==> src/rtl/shintc_pkg.sv <==
package shintc_pkg;
  // word offsets of the per-source banks (bank index = addr[5:3])
  localparam int BANK_POL   = 1;
  localparam int BANK_TRIG  = 2;
  localparam int BANK_DUAL  = 3;
  localparam int BANK_MASK  = 4;
  localparam int BANK_MSET  = 5;
  localparam int BANK_MCLR  = 6;
  localparam int BANK_PEND  = 7;
  localparam int WEDGE_ADDR = 'h040;

  typedef struct packed {
    logic       polWr;
    logic       trigWr;
    logic       dualWr;
    logic       maskSet;
    logic       maskClr;
    logic       wedgeWr;
    logic       routeWr;
    logic [2:0] wordIdx;
    logic [7:0] srcIdx;
  } strobe_t;
endpackage

==> src/rtl/shintc_ctl.sv <==
module shintc_ctl
  import shintc_pkg::*;
#(
  parameter int NUM_SRC  = 32,
  parameter int NUM_CORE = 4,
  parameter int CORE_W   = 2
) (
  input  logic                       busWrEn,
  input  logic [8:0]                 busAddr,
  input  logic [NUM_SRC-1:0]         polQ,
  input  logic [NUM_SRC-1:0]         trigQ,
  input  logic [NUM_SRC-1:0]         dualQ,
  input  logic [NUM_SRC-1:0]         maskQ,
  input  logic [NUM_SRC-1:0]         pendVec,
  input  logic [NUM_SRC*CORE_W-1:0]  routeFlat,
  output strobe_t                    strb,
  output logic [31:0]                busRdData
);
  localparam int NWORDS = (NUM_SRC + 31) / 32;
  localparam int PAD_W  = NWORDS * 32;

  logic       isBank;
  logic       isRoute;
  logic [2:0] bankSel;
  logic [PAD_W-1:0] padPol, padTrig, padDual, padMask, padPend;

  assign isBank  = (busAddr[8:6] == 3'd0);
  assign isRoute = busAddr[8];
  assign bankSel = busAddr[5:3];

  assign padPol  = PAD_W'(polQ);
  assign padTrig = PAD_W'(trigQ);
  assign padDual = PAD_W'(dualQ);
  assign padMask = PAD_W'(maskQ);
  assign padPend = PAD_W'(pendVec);

  always_comb begin
    strb         = '0;
    strb.wordIdx = busAddr[2:0];
    strb.srcIdx  = busAddr[7:0];
    strb.polWr   = busWrEn && isBank && bankSel == 3'(BANK_POL);
    strb.trigWr  = busWrEn && isBank && bankSel == 3'(BANK_TRIG);
    strb.dualWr  = busWrEn && isBank && bankSel == 3'(BANK_DUAL);
    strb.maskSet = busWrEn && isBank && bankSel == 3'(BANK_MSET);
    strb.maskClr = busWrEn && isBank && bankSel == 3'(BANK_MCLR);
    strb.wedgeWr = busWrEn && busAddr == 9'(WEDGE_ADDR);
    strb.routeWr = busWrEn && isRoute;
  end

  always_comb begin
    int w;
    w = int'(busAddr[2:0]);
    busRdData = '0;
    if (busAddr == 9'd0) begin
      busRdData = {16'd0, 8'(NUM_CORE - 1), 8'(NUM_SRC / 8 - 1)};
    end else if (isBank && w < NWORDS) begin
      case (int'(bankSel))
        BANK_POL:  busRdData = padPol[w*32 +: 32];
        BANK_TRIG: busRdData = padTrig[w*32 +: 32];
        BANK_DUAL: busRdData = padDual[w*32 +: 32];
        BANK_MASK: busRdData = padMask[w*32 +: 32];
        BANK_PEND: busRdData = padPend[w*32 +: 32];
        default:   busRdData = '0;
      endcase
    end else if (isRoute && int'(busAddr[7:0]) < NUM_SRC) begin
      busRdData = 32'(routeFlat[int'(busAddr[7:0])*CORE_W +: CORE_W]);
    end
  end
endmodule

==> src/rtl/shintc_dp.sv <==
module shintc_dp
  import shintc_pkg::*;
#(
  parameter int NUM_SRC  = 32,
  parameter int NUM_CORE = 4,
  parameter int CORE_W   = 2
) (
  input  logic                      clk,
  input  logic                      rstN,
  input  logic [NUM_SRC-1:0]        srcIn,
  input  strobe_t                   strb,
  input  logic [31:0]               wrData,
  output logic [NUM_SRC-1:0]        polQ,
  output logic [NUM_SRC-1:0]        trigQ,
  output logic [NUM_SRC-1:0]        dualQ,
  output logic [NUM_SRC-1:0]        maskQ,
  output logic [NUM_SRC-1:0]        latchQ,
  output logic [NUM_SRC-1:0]        pendVec,
  output logic [NUM_SRC*CORE_W-1:0] routeFlat,
  output logic [NUM_CORE-1:0]       coreIrq
);
  logic [NUM_SRC-1:0] syncA, syncB, syncPrev;
  logic [NUM_SRC-1:0] polN, trigN, dualN, maskN, latchN;
  logic [NUM_SRC-1:0] activeNow, activeOld, evt, wedgeHit, wSet, wClr;
  logic [CORE_W-1:0]  routeQ [NUM_SRC];
  logic [NUM_CORE-1:0] irqN;

  // two-flop synchronizer plus one history stage for edge detection
  always_ff @(posedge clk or negedge rstN) begin
    if (!rstN) begin
      syncA    <= '0;
      syncB    <= '0;
      syncPrev <= '0;
    end else begin
      syncA    <= srcIn;
      syncB    <= syncA;
      syncPrev <= syncB;
    end
  end

  assign activeNow = syncB ^ polQ;
  assign activeOld = syncPrev ^ polQ;
  assign evt       = (dualQ & (syncB ^ syncPrev)) | (~dualQ & activeNow & ~activeOld);

  always_comb begin
    polN  = polQ;
    trigN = trigQ;
    dualN = dualQ;
    maskN = maskQ;
    for (int i = 0; i < NUM_SRC; i++) begin
      if (strb.wordIdx == 3'(i / 32)) begin
        if (strb.polWr)   polN[i]  = wrData[i % 32];
        if (strb.trigWr)  trigN[i] = wrData[i % 32];
        if (strb.dualWr)  dualN[i] = wrData[i % 32];
        if (strb.maskSet && wrData[i % 32]) maskN[i] = 1'b1;
        if (strb.maskClr && wrData[i % 32]) maskN[i] = 1'b0;
      end
      wedgeHit[i] = strb.wedgeWr && wrData[7:0] == 8'(i);
    end
  end

  assign wSet   = wedgeHit & {NUM_SRC{wrData[31]}};
  assign wClr   = wedgeHit & {NUM_SRC{~wrData[31]}};
  // a hardware event in the same cycle as an acknowledge is kept
  assign latchN = trigQ & ((latchQ & ~wClr) | wSet | evt);

  assign pendVec = (trigQ & latchQ) | (~trigQ & activeNow);

  always_ff @(posedge clk or negedge rstN) begin
    if (!rstN) begin
      polQ   <= '0;
      trigQ  <= '0;
      dualQ  <= '0;
      maskQ  <= '0;
      latchQ <= '0;
    end else begin
      polQ   <= polN;
      trigQ  <= trigN;
      dualQ  <= dualN;
      maskQ  <= maskN;
      latchQ <= latchN;
    end
  end

  always_ff @(posedge clk or negedge rstN) begin
    if (!rstN) begin
      for (int i = 0; i < NUM_SRC; i++) routeQ[i] <= '0;
    end else begin
      for (int i = 0; i < NUM_SRC; i++)
        if (strb.routeWr && strb.srcIdx == 8'(i)) routeQ[i] <= wrData[CORE_W-1:0];
    end
  end

  for (genvar g = 0; g < NUM_SRC; g++) begin : gRoute
    assign routeFlat[g*CORE_W +: CORE_W] = routeQ[g];
  end

  always_comb begin
    irqN = '0;
    for (int c = 0; c < NUM_CORE; c++)
      for (int i = 0; i < NUM_SRC; i++)
        if (pendVec[i] && maskQ[i] && routeQ[i] == CORE_W'(c)) irqN[c] = 1'b1;
  end

  always_ff @(posedge clk or negedge rstN) begin
    if (!rstN) coreIrq <= '0;
    else       coreIrq <= irqN;
  end
endmodule

==> src/rtl/shintc_top.sv <==
module shintc_top
  import shintc_pkg::*;
#(
  parameter int NUM_SRC  = 32,
  parameter int NUM_CORE = 4
) (
  input  logic                clk,
  input  logic                rstN,
  input  logic [NUM_SRC-1:0]  srcIn,
  input  logic                busWrEn,
  input  logic [8:0]          busAddr,
  input  logic [31:0]         busWrData,
  output logic [31:0]         busRdData,
  output logic [NUM_CORE-1:0] coreIrq
);
  localparam int CORE_W = (NUM_CORE > 1) ? $clog2(NUM_CORE) : 1;

  strobe_t strb;
  logic [NUM_SRC-1:0] polQ, trigQ, dualQ, maskQ, latchQ, pendVec;
  logic [NUM_SRC*CORE_W-1:0] routeFlat;

  shintc_ctl #(.NUM_SRC(NUM_SRC), .NUM_CORE(NUM_CORE), .CORE_W(CORE_W)) uCtl (
    .busWrEn(busWrEn), .busAddr(busAddr),
    .polQ(polQ), .trigQ(trigQ), .dualQ(dualQ), .maskQ(maskQ), .pendVec(pendVec),
    .routeFlat(routeFlat), .strb(strb), .busRdData(busRdData)
  );

  shintc_dp #(.NUM_SRC(NUM_SRC), .NUM_CORE(NUM_CORE), .CORE_W(CORE_W)) uDp (
    .clk(clk), .rstN(rstN), .srcIn(srcIn), .strb(strb), .wrData(busWrData),
    .polQ(polQ), .trigQ(trigQ), .dualQ(dualQ), .maskQ(maskQ), .latchQ(latchQ),
    .pendVec(pendVec), .routeFlat(routeFlat), .coreIrq(coreIrq)
  );
endmodule

==> config.mk <==
export PLATFORM = sky130hd
export DESIGN_NAME = shintc_top
export DESIGN_NICKNAME = d
export VERILOG_FILES = /design/src/rtl/shintc_pkg.sv /design/src/rtl/shintc_ctl.sv /design/src/rtl/shintc_dp.sv /design/src/rtl/shintc_top.sv
export SDC_FILE = /design/constraint.sdc
export NUM_CORES = 1
export LEC_CHECK = 0
export BUFFER_PORTS_ARGS = -buffer_cell sky130_fd_sc_hd__buf_2
export CAP_MARGIN = 5
export CORE_MARGIN = 1
export CORE_UTILIZATION = 61
export DETAILED_ROUTE_END_ITERATION = 12
export GPL_TIMING_DRIVEN = 0
export MAX_ROUTING_LAYER = met4
export PLACE_DENSITY_LB_ADDON = 0.12
export SYNTH_ARGS = -nofsm -noshare
export SYNTH_HDL_FRONTEND = slang
export SYNTH_HIERARCHICAL = 1
export SYNTH_SLANG_ARGS = --single-unit
==> constraint.sdc <==
create_clock -name clk -period 2.3 [get_ports clk]
set_input_delay 0.115 -clock clk [delete_from_list [all_inputs] [get_ports clk]]
set_output_delay 0.115 -clock clk [all_outputs]
set_load 0.005 [all_outputs]
Yosys cells after proc, flatten, opt, wreduce, memory -nomap -nowiden:

Cells that the tools add are included.

* bits in registers: 324
* output and inout port bits: 36
* input port bits: 76

* shifts and indexed selects: 6
* mux-type cells: 196
* reduce and logical (&&, ||, !) cells: 402
* bitwise gates (word level): 21
* equal/unequal tests: 166
* order comparisons: 2

Operator list (count)
* 1-bit logical AND: 298
* 32-bit bitwise AND: 9
* 8-bit by 5-bit == test with 1-bit output, second input constant: 32
* 1-bit two-way mux: 192
* 32-bit one-hot mux with 5 select lines: 1
* 32-bit by 9-bit variable part select with 32-bit output: 5
* 2-bit == test, second input constant: 64
* 8-bit by 4-bit == test with 1-bit output, second input constant: 16
* 32-bit NOT: 4
* 32-bit bitwise OR: 4
* 32-bit XOR: 3
* 2-bit AND reduction: 35
* 2-bit by 1-bit == test with 1-bit output, second input constant: 32
* 8-bit by 3-bit == test with 1-bit output, second input constant: 8
* 2-bit logical NOT: 32
* 32-bit two-way mux: 2
* 2-bit nonzero test: 32
* 64-bit by 10-bit variable part select with 2-bit output: 1
* 8-bit by 2-bit == test with 1-bit output, second input constant: 4
* 8-bit by 1-bit == test with 1-bit output, second input constant: 2
* 8-bit logical NOT: 2
* 3-bit == test, second input constant: 4
* 9-bit by 7-bit == test with 1-bit output, second input constant: 1
* 9-bit logical NOT: 1
* 7 further kinds: 9

Depth between registers and ports, before layout:

* depth after elaboration: 37
* depth in mapped cells: 10
* depth with buffers taken out: 9

Cells and area by module:

The synthesis kept the hierarchy.

By module, submodules not included
* shintc_dp: cells each 1334, area an instance 14366.3 um2, times used 1
* shintc_ctl: cells each 268, area an instance 1808.0 um2, times used 1

Worst setup path before layout:

No wires, ideal clock.

* path kind: flip-flop to flip-flop
* start: reg uDp.syncB[15]
* end: reg uDp.coreIrq[2]
* setup slack: 286 ps
* arrival time: 1875 ps
* data required time: 2161 ps
* stages on the path, launching flop included: 7
* path buffers: 0
* setup time: 139 ps
* cell sequence: dfrtp_1 > xor2_1 > o211a_1 > nand2_1 > o2bb2ai_1 > or4_1 > or4_1

* word-level cells in the longest chain between the ends: 22

RTL lines
* start, declared: RTL line shintc_dp.sv:22 `logic [NUM_SRC-1:0] syncA, syncB, syncPrev;`
* start signal, assigned: RTL line shintc_dp.sv:36 `syncB <= syncA;`
* 32-bit XOR: RTL line shintc_dp.sv:41 `assign activeNow = syncB ^ polQ;`
* 32-bit bitwise AND: RTL line shintc_dp.sv:67 `assign pendVec = (trigQ & latchQ) | (~trigQ & activeNow);`
* 32-bit bitwise OR: RTL line shintc_dp.sv:67
* 1-bit logical AND (2 in series): RTL line shintc_dp.sv:102 `if (pendVec[i] && maskQ[i] && routeQ[i] == CORE_W'(c)) irqN[c] = 1'b1;`
* 1-bit two-way mux (17 in series): RTL line shintc_dp.sv:102
* net uDp.irqN[2]: RTL line shintc_dp.sv:26 `logic [NUM_CORE-1:0] irqN;`
* end signal, assigned: RTL line shintc_dp.sv:107 `else coreIrq <= irqN;`
* end, declared: RTL line shintc_dp.sv:20 `output logic [NUM_CORE-1:0] coreIrq`

The timed path passes the listed nets, and every way through them passes these cells.
A chain may end at the register's enable or synchronous reset.

Worst setup path after layout:

* start: reg uDp.syncB[9]
* end: reg uDp.coreIrq[2]

* word-level cells in the longest chain between the ends: 28

RTL lines (RTL line)
* 32-bit XOR: shintc_dp.sv:41
* 32-bit bitwise AND: shintc_dp.sv:67
* 32-bit bitwise OR: shintc_dp.sv:67
* 1-bit logical AND (2 in series): shintc_dp.sv:102
* 1-bit two-way mux (23 in series): shintc_dp.sv:102
* net uDp.irqN[2]: shintc_dp.sv:26

The timed path passes the listed nets, and every way through them passes these cells.

==> flow_metrics.env <==
export IMPL_grt_start_max_net_pins=124
export IMPL_chipHeight_um=165
export IMPL_synth_top_area_share_pct=50.1
export IMPL_fin_ws_ps=-35.2
export IMPL_relSlewSlack_pct=22.9
export IMPL_core_area_um2=26100
export IMPL_path_depth=6
export IMPL_clk_latency_ps=530
export IMPL_wl_per_cell_um=25.1
export IMPL_p_per_area_nw_per_um2=679
export IMPL_max_freq_mhz=428
export IMPL_die_area_um2=27200
export IMPL_utilization_pct=75.0
export IMPL_irDropWorstVdd_mv=0.749
export IMPL_synth_area_um2=16200
export IMPL_violations="negative setup slack"
export IMPL_synth_most_common_cell="dfrtp_1"
export IMPL_clk_pin_slew_ps=60
export IMPL_crit_path_max_incr_delay_ps=530
export IMPL_slowest_stage="or4_1"
export IMPL_dp_hpwl_mm=37.9
export IMPL_ctsLongestPathBuffers=3
export IMPL_cts_sinks=324
export IMPL_grt_pass1_vias=13600
export IMPL_timing_max_cap_violations=0
export IMPL_yosys_top_cells_count="dfrtp_1, nor2_1, nand2_1, a21oi_1, mux2_2"
export IMPL_nNetsFinal=1923
export IMPL_yosys_area_top_type="dfrtp_1"
export IMPL_hold_path_depth=4
export IMPL_vias_per_cell=6.50
export IMPL_min_period_over_period_pct=102
export IMPL_avgSynthCellArea_um2=10.1
export IMPL_drt_wl_total_mm=55.2
export IMPL_cp_max_fo=4
export IMPL_placed_cells=2048
export IMPL_critPathArrivalTime_ps=2700
export IMPL_first_pass_iters=6
export IMPL_start_kind="flop"
export IMPL_finalHoldViolCount=0
export IMPL_ant_nets=0
export IMPL_cts_tree="yes"
export IMPL_leakagePower_uw=0.00892
export IMPL_status="finished, violations left"
export IMPL_drive_above_1_share_pct=21.2
export IMPL_cts_root_buf="clkbuf_16"
export IMPL_drv_slew=0
export IMPL_synth_nets=1678
export IMPL_cp_end_kind="flop"
export IMPL_grt_first_pass_wirelength_mm=80.7
export IMPL_placed_area_um2=17200
export IMPL_clock_skew_ps=22.5
export IMPL_min_path_type="in -> reg"
export IMPL_overflow=0
export IMPL_yosys_warnings=6
export IMPL_initial_core_util_pct=62.1
export IMPL_num_rows=59
export IMPL_globalplace_congestion=0.992
export IMPL_setup_viol=2
export IMPL_worstRegToRegCells=6
export IMPL_dp_slack_ps=-1390
export IMPL_antenna_found_initial=0
export IMPL_period_minus_slack_ps=2340
export IMPL_vias=14300
export IMPL_rsz0062_at_grt="yes"
export IMPL_syn_inst=1602
export IMPL_yosysSeqAreaShare_pct=50.1
export IMPL_tightest_slew_ps=1160
export IMPL_path_cells="xor2_1 -> o211a_1 -> nand3b_1 -> nand4_1 -> or4_1 -> or4_4"
export IMPL_syn_to_final_growth_pct=20.9
export IMPL_worst_ep_required_time_ps=2670
export IMPL_drt_iter0_markers=1704
export IMPL_critPathBufInv=0
export IMPL_track_usage_pct=41.9
export IMPL_port_buffers=109
export IMPL_crit_type="reg -> reg"
export IMPL_synth_edff_count=0
export IMPL_diodes=0
export IMPL_die_w_um=165
export IMPL_synth_async_reset_ratio_pct=100
export IMPL_ctsHtreeMaxLevel=2
export IMPL_io_pins=112
export IMPL_fin_area_um2=19600
export IMPL_drc=0
export IMPL_synth_distinct_cells=63
export IMPL_fin_cells=2202
export IMPL_synth_seq_cells=324
export IMPL_synth_ff_type="dfrtp_1"
export IMPL_crit_family="simple AND/OR/NAND/NOR gates"
export IMPL_synth_area_top_cells="dfrtp_1, mux2_2, nor2_1, a21oi_1, mux2i_1"
export IMPL_numCtsBuffers=36
## placed cells by master (no fill, tap or decap), types with 9 or more instances in the layout
cell,n
o21a_1,15
a21oi_1,102
clkbuf_2,10
nand4_1,19
o21ai_0,72
mux2_1,32
nor2b_1,25
nand3b_1,19
buf_4,46
buf_2,122
inv_1,45
nor4_1,14
nor2_1,163
xor2_1,32
nor3b_1,17
nand3_1,35
o211ai_1,13
nand2b_1,39
dfrtp_2,9
clkbuf_16,37
mux2_2,97
a22oi_1,60
clkbuf_1,38
nor3_1,48
mux2i_1,50
dlygate4sd3_1,60
nand2_1,121
dfrtp_1,315
a21boi_1,32
a31oi_1,31
## state kept, by name, summed over array words and instances, names as in the netlist
name	count
uDp/coreIrq	4
uDp/dualQ	32
uDp/latchQ	32
uDp/maskQ	32
uDp/polQ	32
uDp/routeFlat	64
uDp/syncA	32
uDp/syncB	32
uDp/syncPrev	32
uDp/trigQ	32
## cell type report
cell class,instances,area [µm²]
multi-input cells,1157,7760
flip-flops and latches,324,8120
fillers,1839,6500
repair buffers,207,1500
plain buffers,76,372
clock inverters,13,206
inverters,45,169
clock buffers,45,1010
well taps,335,419
## path summary, 6_finish.rpt
path | end | slack, ps | from
max | uDp/coreIrq[2] | -40 | uDp/syncB[9]
min | uDp/routeFlat[52] | 130 | busAddr[0]
max reg2reg | uDp/coreIrq[2] | -40 | uDp/syncB[9]
min reg2reg | uDp/syncB[5] | 350 | uDp/syncA[5]
max in group asynchronous | uDp/routeFlat[52] | 970 | rstN
min in group asynchronous | uDp/polQ[5] | 240 | rstN
## what timing repair did
item | CTS | global route
pin swaps | 13 | 13
endpoints found under the hold margin | 235 | 0
buffers inserted | 21 | 15
hold buffers | 60 | 0
gates resized for setup | 43 | 40
cloned | 0 | 0
endpoints found under the setup margin | 86 | 52
## cell families (layout without fill, tap and decap cells)
kind of cell / after synthesis / count (layout) / synth area share (%)
flip-flops: 324 / 324 / 50.1
buffers and inverters: 121 / 386 / 3.20
AO/OA/AOI/OAI: 382 / 382 / 15.0
XOR/XNOR: 34 / 34 / 1.84
multiplexers: 186 / 186 / 13.0
AND/OR/NAND/NOR: 555 / 555 / 16.8
## metal layers
| layer | routed length [µm] | GRT usage, % | vias up |
|---|---|---|---|
| met1 | 22300 | 56.1 | 7068 |
| met5 | 0 | - | - |
| met2 | 25000 | 63.6 | 839 |
| li1 | - | - | 6275 |
| met3 | 5660 | 7.89 | 138 |
| met4 | 2220 | 15.9 | 0 |
## tightest hold or removal path, delay by kind of cell
kind | cells | cell delay (ps)
AND/OR/NAND/NOR | 2 | 240
multiplexers | 1 | 140
buffers and inverters | 1 | 110
## per-stage QoR
step	total power [µW]	hold slack [ps]	TNS, ps
2_1_floorplan	6710	-181	0
3_3_place_gp	7180	222	-1633880
3_5_place_dp	7230	188	-68180
4_1_cts	13200	109	-87.5
5_1_grt	13700	150	-202
6_report	13300	129	-53.3
## report_power, final
group	leakage, µW	internal [µW]	switching [µW]	total, µW
clock	0.000592	3650	2300	5950
combinational	0.00422	463	761	1220
sequential	0.00410	5900	201	6110
No activity file was read; power rests on OpenSTA's default activity.
